--- src/rtl/ps2r_pkg.sv ---
package ps2r_pkg;
  localparam int WI_CTRL   = 0;
  localparam int WI_STAT   = 1;
  localparam int WI_DATA   = 2;
  localparam int WI_DIV    = 3;
  localparam int WI_IRQST  = 4;
  localparam int ID_OFFSET = 12'hFE0;
  localparam int IRQ_EN_BIT    = 4;
  localparam int IRQ_FORCE_BIT = 3;

  function automatic logic [7:0] id_byte(input logic [2:0] idx);
    case (idx)
      3'd0: id_byte = 8'h50;
      3'd1: id_byte = 8'h10;
      3'd2: id_byte = 8'h04;
      3'd3: id_byte = 8'h00;
      3'd4: id_byte = 8'h0D;
      3'd5: id_byte = 8'hF0;
      3'd6: id_byte = 8'h05;
      default: id_byte = 8'hB1;
    endcase
  endfunction
endpackage

--- src/rtl/ps2r_cfg_reg.sv ---
module ps2r_cfg_reg #(
  parameter int W = 8
) (
  input  logic         clk,
  input  logic         rst,
  input  logic         we,
  input  logic [W-1:0] d,
  output logic [W-1:0] q
);
  always_ff @(posedge clk) begin
    if (rst)     q <= '0;
    else if (we) q <= d;
  end

  // a write lands in the register
  a_r2_write_lands: assert property (@(posedge clk) disable iff (rst)
    we |=> (q == $past(d)));
  // without a write the register holds
  a_r11_hold: assert property (@(posedge clk) disable iff (rst)
    !we |=> $stable(q));
endmodule

--- src/rtl/ps2r_rx_latch.sv ---
module ps2r_rx_latch #(
  parameter int BW = 8
) (
  input  logic          clk,
  input  logic          rst,
  input  logic          rd_hit,
  input  logic          rx_valid,
  input  logic [BW-1:0] rx_byte,
  output logic          rx_pop,
  output logic [BW-1:0] rd_byte,
  output logic [BW-1:0] last_q,
  output logic          parity
);
  assign rx_pop  = rd_hit && rx_valid;
  assign rd_byte = rx_pop ? rx_byte : last_q;
  assign parity  = ^last_q;

  always_ff @(posedge clk) begin
    if (rst)         last_q <= '0;
    else if (rx_pop) last_q <= rx_byte;
  end

  // a pop needs a waiting byte, and the popped byte is kept
  a_r5_pop_needs_valid: assert property (@(posedge clk) disable iff (rst)
    rx_pop |-> rx_valid);
  a_r5_kept_byte: assert property (@(posedge clk) disable iff (rst)
    rx_pop |=> (last_q == $past(rx_byte)));
  // no pop leaves the kept byte alone
  a_r6_no_pop_stable: assert property (@(posedge clk) disable iff (rst)
    !rx_pop |=> $stable(last_q));
endmodule

--- src/rtl/ps2r_id_table.sv ---
module ps2r_id_table #(
  parameter int IW = 3
) (
  input  logic [IW-1:0] idx,
  output logic [7:0]    id_val
);
  import ps2r_pkg::*;
  always_comb id_val = id_byte(3'(idx));
endmodule

--- src/rtl/ps2_port_regs.sv ---
module ps2_port_regs #(
  parameter int ADDR_W = 12,
  parameter int DATA_W = 32,
  parameter int CTRL_W = 8,
  parameter int DIV_W  = 8,
  parameter int BYTE_W = 8
) (
  input  logic              clk,
  input  logic              rst,
  input  logic [ADDR_W-1:0] bus_addr,
  input  logic              bus_rd,
  input  logic              bus_wr,
  input  logic [DATA_W-1:0] bus_wdata,
  output logic [DATA_W-1:0] bus_rdata,
  output logic              irq,
  input  logic              rx_valid,
  input  logic [BYTE_W-1:0] rx_byte,
  output logic              rx_pop,
  output logic              tx_strobe,
  output logic [BYTE_W-1:0] tx_byte
);
  import ps2r_pkg::*;

  localparam int WIDX_W  = ADDR_W - 2;
  localparam int ID_WBASE = ID_OFFSET >> 2;

  logic [WIDX_W-1:0] widx;
  logic hit_ctrl, hit_stat, hit_data, hit_div, hit_irqst, hit_id;
  logic [CTRL_W-1:0] ctrl_q;
  logic [DIV_W-1:0]  div_q;
  logic [BYTE_W-1:0] rd_byte, last_q;
  logic              parity;
  logic [7:0]        id_val;

  assign widx      = bus_addr[ADDR_W-1:2];
  assign hit_ctrl  = (widx == WIDX_W'(WI_CTRL));
  assign hit_stat  = (widx == WIDX_W'(WI_STAT));
  assign hit_data  = (widx == WIDX_W'(WI_DATA));
  assign hit_div   = (widx == WIDX_W'(WI_DIV));
  assign hit_irqst = (widx == WIDX_W'(WI_IRQST));
  assign hit_id    = (widx >= WIDX_W'(ID_WBASE));

  ps2r_cfg_reg #(.W(CTRL_W)) u_ctrl (
    .clk(clk), .rst(rst), .we(bus_wr && hit_ctrl),
    .d(bus_wdata[CTRL_W-1:0]), .q(ctrl_q));

  ps2r_cfg_reg #(.W(DIV_W)) u_div (
    .clk(clk), .rst(rst), .we(bus_wr && hit_div),
    .d(bus_wdata[DIV_W-1:0]), .q(div_q));

  ps2r_rx_latch #(.BW(BYTE_W)) u_rx (
    .clk(clk), .rst(rst), .rd_hit(bus_rd && hit_data),
    .rx_valid(rx_valid), .rx_byte(rx_byte), .rx_pop(rx_pop),
    .rd_byte(rd_byte), .last_q(last_q), .parity(parity));

  ps2r_id_table #(.IW(3)) u_id (.idx(bus_addr[4:2]), .id_val(id_val));

  assign tx_strobe = bus_wr && hit_data;
  assign tx_byte   = bus_wdata[BYTE_W-1:0];
  assign irq       = (rx_valid && ctrl_q[IRQ_EN_BIT]) || ctrl_q[IRQ_FORCE_BIT];

  always_comb begin
    bus_rdata = '0;
    if (bus_rd) begin
      if (hit_ctrl)       bus_rdata = DATA_W'(ctrl_q);
      else if (hit_stat)  bus_rdata = DATA_W'({1'b1, 1'b0, rx_valid, 1'b0, parity, 2'b00});
      else if (hit_data)  bus_rdata = DATA_W'(rd_byte);
      else if (hit_div)   bus_rdata = DATA_W'(div_q);
      else if (hit_irqst) bus_rdata = DATA_W'({1'b1, rx_valid});
      else if (hit_id)    bus_rdata = DATA_W'(id_val);
    end
  end

  // the force bit always raises the line
  a_r3_force_high: assert property (@(posedge clk) disable iff (rst)
    ctrl_q[IRQ_FORCE_BIT] |-> irq);
  // with both control bits clear the line stays low
  a_r3_quiet_low: assert property (@(posedge clk) disable iff (rst)
    (!ctrl_q[IRQ_FORCE_BIT] && !ctrl_q[IRQ_EN_BIT]) |-> !irq);
  // a transmit strobe only comes from a bus write
  a_r9_tx_from_write: assert property (@(posedge clk) disable iff (rst)
    tx_strobe |-> bus_wr);
  // a pop only comes from a bus read
  a_r5_pop_from_read: assert property (@(posedge clk) disable iff (rst)
    rx_pop |-> bus_rd);
endmodule

--- config.mk ---
export PLATFORM = sky130hd
export DESIGN_NAME = ps2_port_regs
export DESIGN_NICKNAME = d
export VERILOG_FILES = /design/src/rtl/ps2r_pkg.sv /design/src/rtl/ps2r_cfg_reg.sv /design/src/rtl/ps2r_rx_latch.sv /design/src/rtl/ps2r_id_table.sv /design/src/rtl/ps2_port_regs.sv
export SDC_FILE = /design/constraint.sdc
export NUM_CORES = 1
export LEC_CHECK = 0
export BUFFER_PORTS_ARGS = -buffer_cell sky130_fd_sc_hd__buf_4
export CORE_ASPECT_RATIO = 0.9
export CORE_UTILIZATION = 45
export DETAILED_ROUTE_END_ITERATION = 16
export PLACE_DENSITY = 0.79
export SLEW_MARGIN = 20
export SYNTH_ARGS = -nofsm -noshare
export SYNTH_HDL_FRONTEND = slang
export SYNTH_SLANG_ARGS = --single-unit
--- constraint.sdc ---
create_clock -name clk -period 6.1 [get_ports clk]
set_input_delay 1.22 -clock clk [delete_from_list [all_inputs] [get_ports clk]]
set_output_delay 1.22 -clock clk [all_outputs]
set_load 0.01 [all_outputs]
==> results.toml <==
[logic_synthesis]
async_reset_ff_frac = 0
ys_seq_area_frac = 0.283
yosys.area.top_type = "dfxtp_1"
yosys_most_used_dff = "dfxtp_1"
synth_cells = 201
yosysMostFrequentCell = "nor2_1"
synth_area_um2 = 1700
synth_area_leaders = "dfxtp_1 28%, mux2i_1 17%, buf_4 14%, nor2_1 7.3%, xnor2_1 4.1%"
synth_top_area_frac = 0.283
yosys_warnings = 0
synth_common_cells = "33 x nor2_1, 32 x buf_4, 29 x mux2i_1"
synth_edf_count = 0
ys_ff_latch = 24
avgSynthCellArea_um2 = 8.45
synth.distinct_cells = 37

[cells_and_area]
utilization = 0.566
diodes = 0
final_cells = 279
fill_cells = 345
nets = 293
layout-area-overhead-vs-synth_pct = 15.9
seq_area_um2 = 480
multiInputGateArea_um2 = 1000
drive_gt1_frac = 0.264

[grt]
grt-ovfl-total = 0
antenna_found_initial = 0
grt_max_degree = 25
first_global_vias = 1276
grt_use_total = 0.197
grt_pass1_wl_mm = 5.86

[clocking]
postCtsSetupBuffers = 0
cts_root_buf = "clkbuf_8"
cts_buffer_depth = 2
tritoncts = "built"
cts_made_buffers = 3
clk_latency_ns = 0.26
htree_levels = 1
cts_hold_buffers = 0
cts_num_sinks = 24
clk_pin_slew_ns = 0.08
ctsResizeCount = 0

[drt]
met1_length_mm = 1.69
wl_per_cell_um = 13.7
top_layer_used = "met4"
drt_iter0_drc = 79
drc = 0
wl_met2_mm = 1.84
viasPerCell = 5.19
first_pass_iters = 4
vias = 1449
wl_met3_um = 243
ant_nets = 0
drt-total-wl_mm = 3.81

[setup_path]
path_class = "primary input to output port"
cp_max_fo = 13
worstSetupEndpointType = "output port"
r2r_cells = 2
cp.required_ns = 4.88
cp-start-kind = "primary input"
crit_arrival_ns = 3.18

[power_and_ir_drop]
power.leakage_nw = 1.03
p_int_uw = 236
p_seq_frac = 0.497
power_frac_clock = 0.340
pwr_density_cell_nw_per_um2 = 160
p_comb_frac = 0.164
vdd_drop_max_v = 0.000118
swShare = 0.252
switchingPower_uw = 79.3

[timing]
worst_pin_slew_ns = 0.712
holdWs_ns = 0.505
setup_slack_ns = 1.70
clock_skew_ns = 0
finalSetupViolCount = 0
fmax_ghz = 0.227
slew_headroom = 0.522
fin_crit_sh = 0.722
finalSetupTns_ns = 0
hold_viol = 0
period_minus_slack_ns = 4.40
rsz0062_at_grt = "no"
finalMaxSlewViolations = 0

[flow_run]
maxCapViolCount = 0

[floorplanning]
start_util = 0.488
num_rows = 20
die_x_um = 66.7
core-area_um2 = 3480
die_h_um = 60.3
boundaryPins = 100
die_area_um2 = 4020

[place]
dp_cells = 275
detailedPlace.worstSlack_ns = 1.73
gp_routability_congestion = 0.906
port_buffers = 49
dpl.hpwl_mm = 2.91

[outcome]
status = "finished, final reports clean"

[min_path]
min_path_type = "flip-flop to flip-flop"
hold_path_depth = 2
[logic make-up (layout without fill, tap and decap cells)]
kind of cell	after synthesis	count (layout)	share of synthesized area
XOR/XNOR	8	8	0.0413
flip-flops	24	24	0.283
AO/OA/AOI/OAI	27	27	0.110
buffers and inverters	44	55	0.178
multiplexers	32	32	0.191
AND/OR/NAND/NOR	65	65	0.195
other	1	24	0.00221
[layout make-up]
class                           count  share of cell area
Sequential cell                    24               0.244
Timing Repair Buffer               49               0.187
Inverter                            2             0.00381
Clock buffer                        4              0.0280
Tap cell                           44              0.0280
Multi-Input combinational cell    156               0.509
[layer usage]
layer,GRT usage,vias to the layer above
li1,-,710
met1,0.245,677
met5,0,-
met4,0.0638,0
met2,0.346,57
met3,0.0324,5
[sequential cells by signal (all words and copies together) (netlist names)]
name and cells:
u_div.q 8, u_ctrl.q 8, u_rx.last_q 8
[power groups by stage]
stage	sequential [mW]	clock (mW)	combinational (mW)
4_1_cts	0.157	0.110	0.0512
6_report	0.157	0.107	0.0515
3_3_place_gp	0.160	0	0.0502
3_5_place_dp	0.160	0	0.0509
2_1_floorplan	0.160	0	0.0404
5_1_grt	0.157	0.117	0.0557
[critical path, stage by stage]
cell	delay (ns)
buf_4	0.11
or4_4	0.57
nor4_4	0.56
a32oi_1	0.22
a21oi_1	0.16
o221a_1	0.21
buf_4	0.12
[placed cells by master, fill, tap and decap left out, drive strengths merged]
cell	netlist	final
o21a	1	1
xnor2	8	8
clkbuf	7	4
a21oi	5	5
o221a	1	1
buf	35	49
nor4	2	2
inv	2	2
nand4	5	5
nor3	2	2
o2bb2ai	1	1
a22oi	1	1
o221ai	1	1
o211ai	1	1
a21boi	2	2
nand2	11	11
o21ai	6	6
and3	2	2
nand2b	1	1
mux2	3	3
a21o	2	2
a221oi	3	3
dfxtp	24	24
conb	1	24
a32oi	2	2
mux2i	29	29
nand3	3	3
or4	3	3
and2	1	1
nor2b	2	2
a31oi	1	1
nor2	33	33
[worst paths after layout]
check	startpoint	endpoint	slack (ns)
worst max-delay path	bus_addr[9]	bus_rdata[2]	1.70
worst min register to register	u_div.q[5]	u_div.q[5]	0.51
worst min-delay path	u_div.q[5]	u_div.q[5]	0.51
worst max register to register	u_rx.last_q[1]	u_rx.last_q[1]	5.42
[per-stage QoR]
stage / instance area, um2 / power, mW
5_1_grt: 1970 / 0.329
2_1_floorplan: 1780 / 0.201
3_3_place_gp: 1910 / 0.210
4_1_cts: 1970 / 0.318
3_5_place_dp: 1910 / 0.211
6_report: 1970 / 0.315
Power figures use the tool's default switching activity.
